File: config.mk
export PLATFORM = sky130hd
export DESIGN_NAME = sn_inquiry_responder
export DESIGN_NICKNAME = d
export VERILOG_FILES = /design/src/rtl/sni_pkg.sv /design/src/rtl/sni_cdb_decode.sv /design/src/rtl/sni_compactor.sv /design/src/rtl/sn_inquiry_responder.sv
export SDC_FILE = /design/constraint.sdc
export NUM_CORES = 1
export LEC_CHECK = 0
export ABC_AREA = 0
export BUFFER_PORTS_ARGS = -buffer_cell sky130_fd_sc_hd__buf_4
export CORE_MARGIN = 10
export CORE_UTILIZATION = 35
export CTS_BUF_LIST = sky130_fd_sc_hd__clkbuf_2
export DETAILED_ROUTE_END_ITERATION = 16
export PLACE_DENSITY = 0.49
export SYNTH_ARGS = -nofsm -noshare
export SYNTH_HDL_FRONTEND = slang
export SYNTH_HIERARCHICAL = 1
export SYNTH_SLANG_ARGS = --single-unit
File: constraint.sdc
create_clock -name clk -period 7.1 [get_ports clk]
set_input_delay 1.42 -clock clk [delete_from_list [all_inputs] [get_ports clk]]
set_output_delay 1.42 -clock clk [all_outputs]
set_load 0.005 [all_outputs]
File: src/rtl/sni_pkg.sv
package sni_pkg;
  localparam logic [7:0] OPC_INQUIRY = 8'h12;
  localparam logic [7:0] PAGE_SERIAL = 8'h80;
  localparam logic [7:0] FILL_NUL    = 8'h00;
  localparam logic [7:0] FILL_SPACE  = 8'h20;

  typedef enum logic [1:0] {
    ST_IDLE   = 2'd0,
    ST_GATHER = 2'd1,
    ST_EMIT   = 2'd2
  } sni_state_e;
endpackage

File: src/rtl/sni_cdb_decode.sv
module sni_cdb_decode
  import sni_pkg::*;
(
  input  logic [47:0] cdb_bytes,
  output logic        is_serial_req,
  output logic [7:0]  alloc_len
);
  logic [7:0] opc, flags, page;

  assign opc   = cdb_bytes[7:0];
  assign flags = cdb_bytes[15:8];
  assign page  = cdb_bytes[23:16];
  assign alloc_len = cdb_bytes[39:32];

  assign is_serial_req = (opc == OPC_INQUIRY) && flags[0] && (page == PAGE_SERIAL);
endmodule

File: src/rtl/sni_compactor.sv
module sni_compactor
  import sni_pkg::*;
#(
  parameter int SER_LEN = 20,
  parameter int AW      = $clog2(SER_LEN),
  parameter int CW      = $clog2(SER_LEN + 1)
) (
  input  logic          clk,
  input  logic          rst,
  input  logic          start,
  input  logic          in_valid,
  input  logic [7:0]    in_data,
  output logic          in_ready,
  output logic          done,
  output logic [CW-1:0] kept,
  input  logic [AW-1:0] rd_addr,
  output logic [7:0]    rd_data
);
  logic [7:0]    mem [SER_LEN];
  logic [CW-1:0] seen;
  logic          active;
  logic          take, keep_it;

  assign in_ready = active;
  assign take     = in_valid && active;
  assign keep_it  = (in_data != FILL_NUL) && (in_data != FILL_SPACE);

  // Storage has no reset so it can map onto RAM primitives.
  always_ff @(posedge clk) begin
    if (take && keep_it) mem[kept[AW-1:0]] <= in_data;
  end

  assign rd_data = mem[rd_addr];

  always_ff @(posedge clk) begin
    if (rst) begin
      active <= 1'b0;
      seen   <= '0;
      kept   <= '0;
      done   <= 1'b0;
    end else begin
      done <= 1'b0;
      if (start) begin
        active <= 1'b1;
        seen   <= '0;
        kept   <= '0;
      end else if (take) begin
        seen <= seen + 1'b1;
        if (keep_it) kept <= kept + 1'b1;
        if (seen == CW'(SER_LEN - 1)) begin
          active <= 1'b0;
          done   <= 1'b1;
        end
      end
    end
  end
endmodule

File: src/rtl/sn_inquiry_responder.sv
module sn_inquiry_responder
  import sni_pkg::*;
#(
  parameter int SER_LEN = 20
) (
  input  logic        clk,
  input  logic        rst,
  input  logic        cdb_valid,
  input  logic [47:0] cdb_bytes,
  output logic        cdb_ready,
  input  logic [2:0]  cfg_qualifier,
  input  logic [4:0]  cfg_devtype,
  input  logic        id_valid,
  input  logic [7:0]  id_data,
  output logic        id_ready,
  output logic        out_valid,
  output logic [7:0]  out_data,
  output logic        out_last,
  input  logic        out_ready,
  output logic        unhandled
);
  localparam int AW    = $clog2(SER_LEN);
  localparam int CW    = $clog2(SER_LEN + 1);
  localparam int HDR_N = 4;

  sni_state_e    state;
  logic          is_req, accept, start, done;
  logic [7:0]    alloc_in, alloc_q, ptr, total, full_len, next_byte;
  logic [CW-1:0] kept;
  logic [AW-1:0] rd_addr;
  logic [7:0]    rd_data;

  sni_cdb_decode u_dec (
    .cdb_bytes    (cdb_bytes),
    .is_serial_req(is_req),
    .alloc_len    (alloc_in)
  );

  sni_compactor #(.SER_LEN(SER_LEN), .AW(AW), .CW(CW)) u_cmp (
    .clk     (clk),
    .rst     (rst),
    .start   (start),
    .in_valid(id_valid),
    .in_data (id_data),
    .in_ready(id_ready),
    .done    (done),
    .kept    (kept),
    .rd_addr (rd_addr),
    .rd_data (rd_data)
  );

  assign cdb_ready = (state == ST_IDLE);
  assign accept    = cdb_valid && cdb_ready;
  assign start     = accept && is_req;

  assign full_len = 8'(kept) + 8'(HDR_N);
  assign total    = (alloc_q < full_len) ? alloc_q : full_len;
  assign rd_addr  = AW'(ptr - 8'(HDR_N));

  always_comb begin
    case (ptr)
      8'd0:    next_byte = {cfg_qualifier, cfg_devtype};
      8'd1:    next_byte = PAGE_SERIAL;
      8'd2:    next_byte = 8'h00;
      8'd3:    next_byte = 8'(kept);
      default: next_byte = rd_data;
    endcase
  end

  always_ff @(posedge clk) begin
    if (rst) begin
      state     <= ST_IDLE;
      alloc_q   <= '0;
      ptr       <= '0;
      out_valid <= 1'b0;
      out_data  <= '0;
      out_last  <= 1'b0;
      unhandled <= 1'b0;
    end else begin
      unhandled <= accept && !is_req;
      case (state)
        ST_IDLE: begin
          if (start) begin
            alloc_q <= alloc_in;
            state   <= ST_GATHER;
          end
        end
        ST_GATHER: begin
          if (done) begin
            ptr   <= '0;
            state <= (alloc_q == 8'd0) ? ST_IDLE : ST_EMIT;
          end
        end
        ST_EMIT: begin
          if (!out_valid || out_ready) begin
            if (ptr < total) begin
              out_valid <= 1'b1;
              out_data  <= next_byte;
              out_last  <= (ptr == total - 8'd1);
              ptr       <= ptr + 8'd1;
            end else begin
              out_valid <= 1'b0;
              out_last  <= 1'b0;
              if (out_valid) state <= ST_IDLE;
            end
          end
        end
        default: state <= ST_IDLE;
      endcase
    end
  end
endmodule

==> impl_results.md <==
* Status: finished, final reports clean
* Slowest cell delay on critical path at 820 ps
* Core area at 26,060 um2
* Initial antenna violation count at 1
* RSZ-0062 raised after global routing: no
* Post-DP HPWL at 15,920 um
* Pleak at 3.472 nW
* Fin worst setup slack at 1818 ps
* Hold_sp: u_cmp/seen[4]
* R2r startpoint: u_cmp/kept[2]
* DRT Pass-1 Iters at 4
* Top post-synthesis cells by area: edfxtp_1 (52%), dfxtp_1 (8.9%), mux2i_1 (5.0%)
* DR top layer: met4
* DRC Markers at 0
* Final worst path period need at 5282 ps
* # setup viols final at 0
* Met3 Wirelength at 792 um
* Die Height at 182.7 um
* Root Buffer: clkbuf_2
* DP Worst Slack at 1940 ps
* Crit. End Element: flip-flop
* Layout area overhead at 11.58%
* Metal2 WL at 12,100 um
* Worst path slowest cell: dfxtp_1
* Row cnt at 59
* Critical Path Source: u_cmp/kept[2]
* Share of the synthesized area in the top cell type at 51.83%
* Final WL at 23,440 um
* FF+latch count, synth at 201
* Max-cap check violation count at 0
* Setup bufs post-CTS at 0
* Fmax at 189.3 MHz
* Worst vdd ir at 0.1077 mV
* Placed cells at 1,052
* Final nets at 862
* Layout Cells excl Fill at 1,139
* Cts-stage hold buffer count at 0
* Largest fanout on the critical path at 16
* Worst-case clock buffer depth at 3
* CTS Buf Count at 50
* Skew-Pair Late Insertion Delay at 770 ps
* Netlist Area Pre-Place at 9270 um2
* Wire length per cell at 20.58 um
* Synth warnings at 6
* Mean Syn Cell Area at 13.38 um2
* H-tree levels at 2
* Top FF cell, synth: edfxtp_1
* Cell depth of the worst hold path at 2
* Library cells used by synthesis at 79
* I/O pins at 82
* CTS tree: yes
* Num Clock Sinks at 201
* Reg2reg path depth at 17
* Utilization after layout at 39.69%
* Critical path data arrival time at 5910 ps
* Sequential area share after synthesis at 60.68%
* Vias in the first global route at 6,116
* Ys async rst share at 0%
* Final setup TNS at 0 ps
* Initial Util at 35.57%
* Initial DRC count at 377
* EDFF count, synth at 160
* DRT antenna net count at 0
* Port Buffer Count at 58
* Die area at 33,400 um2
* Ratio of cells with drive above 1 in the final layout at 21.79%
* CP startpoint kind: flip-flop
* Largest net degree at the start of global routing at 37
* DRT met1 WL at 10,070 um
* Total gr overflow at 0
* Tot Pwr at 2.030 mW
* First-pass GRT wire length at 35,440 um
* FILL cells at 2,502
* RePlAce Congestion at 0.8671
* Required time worst endpoint at 7730 ps
* CTS resizes at 0
* Post-synth top area cell: edfxtp_1
* Clock transition at the registers of the reported paths at 90 ps
* Gr usage total at 13.61%
* Setup Crit Path Kind: flip-flop to flip-flop
* Synthesized instance count at 693
* Slew @ Worst Pin at 1238 ps
* Hold Crit Class: flip-flop to flip-flop
* Die Wd at 182.7 um
* Setup Skew at 39.77 ps
* PwrDens at 196.2 nW/um2
* Tcrit/Tclk final at 74.40%
* Slew Limit Headroom at 17.18%
* Ordered cell list for the critical path: and3_1, inv_1, ha_1, nor3_2, inv_1, a31oi_1, nand2_1, o21ai_0, ha_1, a21boi_0, o21a_1, o2111ai_1, a311o_1, o21ai_1, nor2_1, mux2i_1, nor2_1
* Vias per inst at 5.270
* Max-slew violations at 0
* Final Hold Vio Count at 0
* Vias at 6,002
==> where the power goes <==
group	switching, mW	internal [mW]	total (mW)
sequential	0.000138	1.27	1.27
combinational	0.0282	0.0203	0.0484
clock	0.445	0.269	0.715
==> final timing paths <==
path	slack, ps	to
max	1820	out_data[4]
min	470	u_cmp/done
max reg2reg	1820	out_data[4]
min reg2reg	470	u_cmp/done
==> stage by stage <==
step | hold slack [ps] | instance area, um2
floorplan | 439.3 | 9274
global placement | 466.0 | 9922
detailed placement | 464.9 | 9922
CTS | 468.5 | 10340
global route | 486.3 | 10340
finish | 472.1 | 10340
==> layout make-up <==
class | instances | area, um2 | share of cell area, %
sequential | 201 | 5629 | 54.42
multi-input combinational | 438 | 3356 | 32.44
timing repair buffer | 60 | 450.4 | 4.355
tap | 335 | 419.2 | 4.052
clock buffer | 71 | 355.3 | 3.435
inverter | 18 | 67.56 | 0.6532
clock inverter | 15 | 63.81 | 0.6169
antenna | 1 | 2.502 | 0.02419
==> placed cells by master, fill, tap and decap left out, types with 11 or more instances in the layout <==
cell type / n
a21oi_1: 39
buf_4: 60
clkbuf_2: 71
clkinv_1: 12
dfxtp_1: 40
edfxtp_1: 160
ha_1: 24
inv_1: 17
mux2i_1: 46
mux4_2: 19
nand2_1: 67
nand3_1: 19
nor2_1: 58
nor3_1: 13
o21ai_0: 11
==> kinds of logic (layout without fill, tap and decap cells) <==
logic type	count (synthesis)	in the layout	synth area share [%]
mux	70	70	11.00
other cells	1	3	0.04045
xor+xnor	18	18	1.903
buf+inv	55	164	3.239
simple gates	202	202	10.54
flops	201	201	60.68
compound gates	122	122	9.354
fa+ha+maj	24	24	3.239
==> routing by layer <==
metal / vias to the layer above / track usage (%)
met5: - / 0
met4: 0 / 4.393
met3: 39 / 2.500
met2: 121 / 23.55
met1: 3011 / 16.81
li1: 2831 / -
==> Yosys cell counts, types with 3 or more instances <==
cell type,count
a211oi_1,5
nor2b_1,5
o21a_1,3
inv_1,17
a21o_1,3
a22oi_1,9
mux2i_1,46
o311ai_1,8
nor2_1,58
buf_1,4
a221oi_1,6
nand3_1,19
edfxtp_1,160
xor2_1,8
nor3_1,13
or4_1,3
dfxtp_1,41
or3_1,3
buf_4,14
a21oi_1,39
mux4_1,5
mux4_2,19
xnor2_1,9
nand2_1,67
nand4_1,6
a31oi_1,5
a22o_1,4
nand2b_1,3
o21ai_0,11
a32oi_1,3
ha_1,24
and2_1,3
buf_2,7
clkbuf_1,8
==> state kept, by name, indices dropped and copies added (netlist names), 2 cells and up <==
signal / cells
u_cmp/kept: 5
u_cmp/mem: 160
out_data: 8
state: 2
u_cmp/seen: 5
ptr: 8
alloc_q: 8
==> critical path: cells and delay by family, from the launching register on <==
family                     cells  cell delay (ps)
AOI/OAI and AO/OA              7             1600
adders and majority gates      2              510
buffers and inverters          2              240
DFF                            1              820
muxes                          1              270
and+or+nand+nor                5             1710
Power figures use the tool's default switching activity.
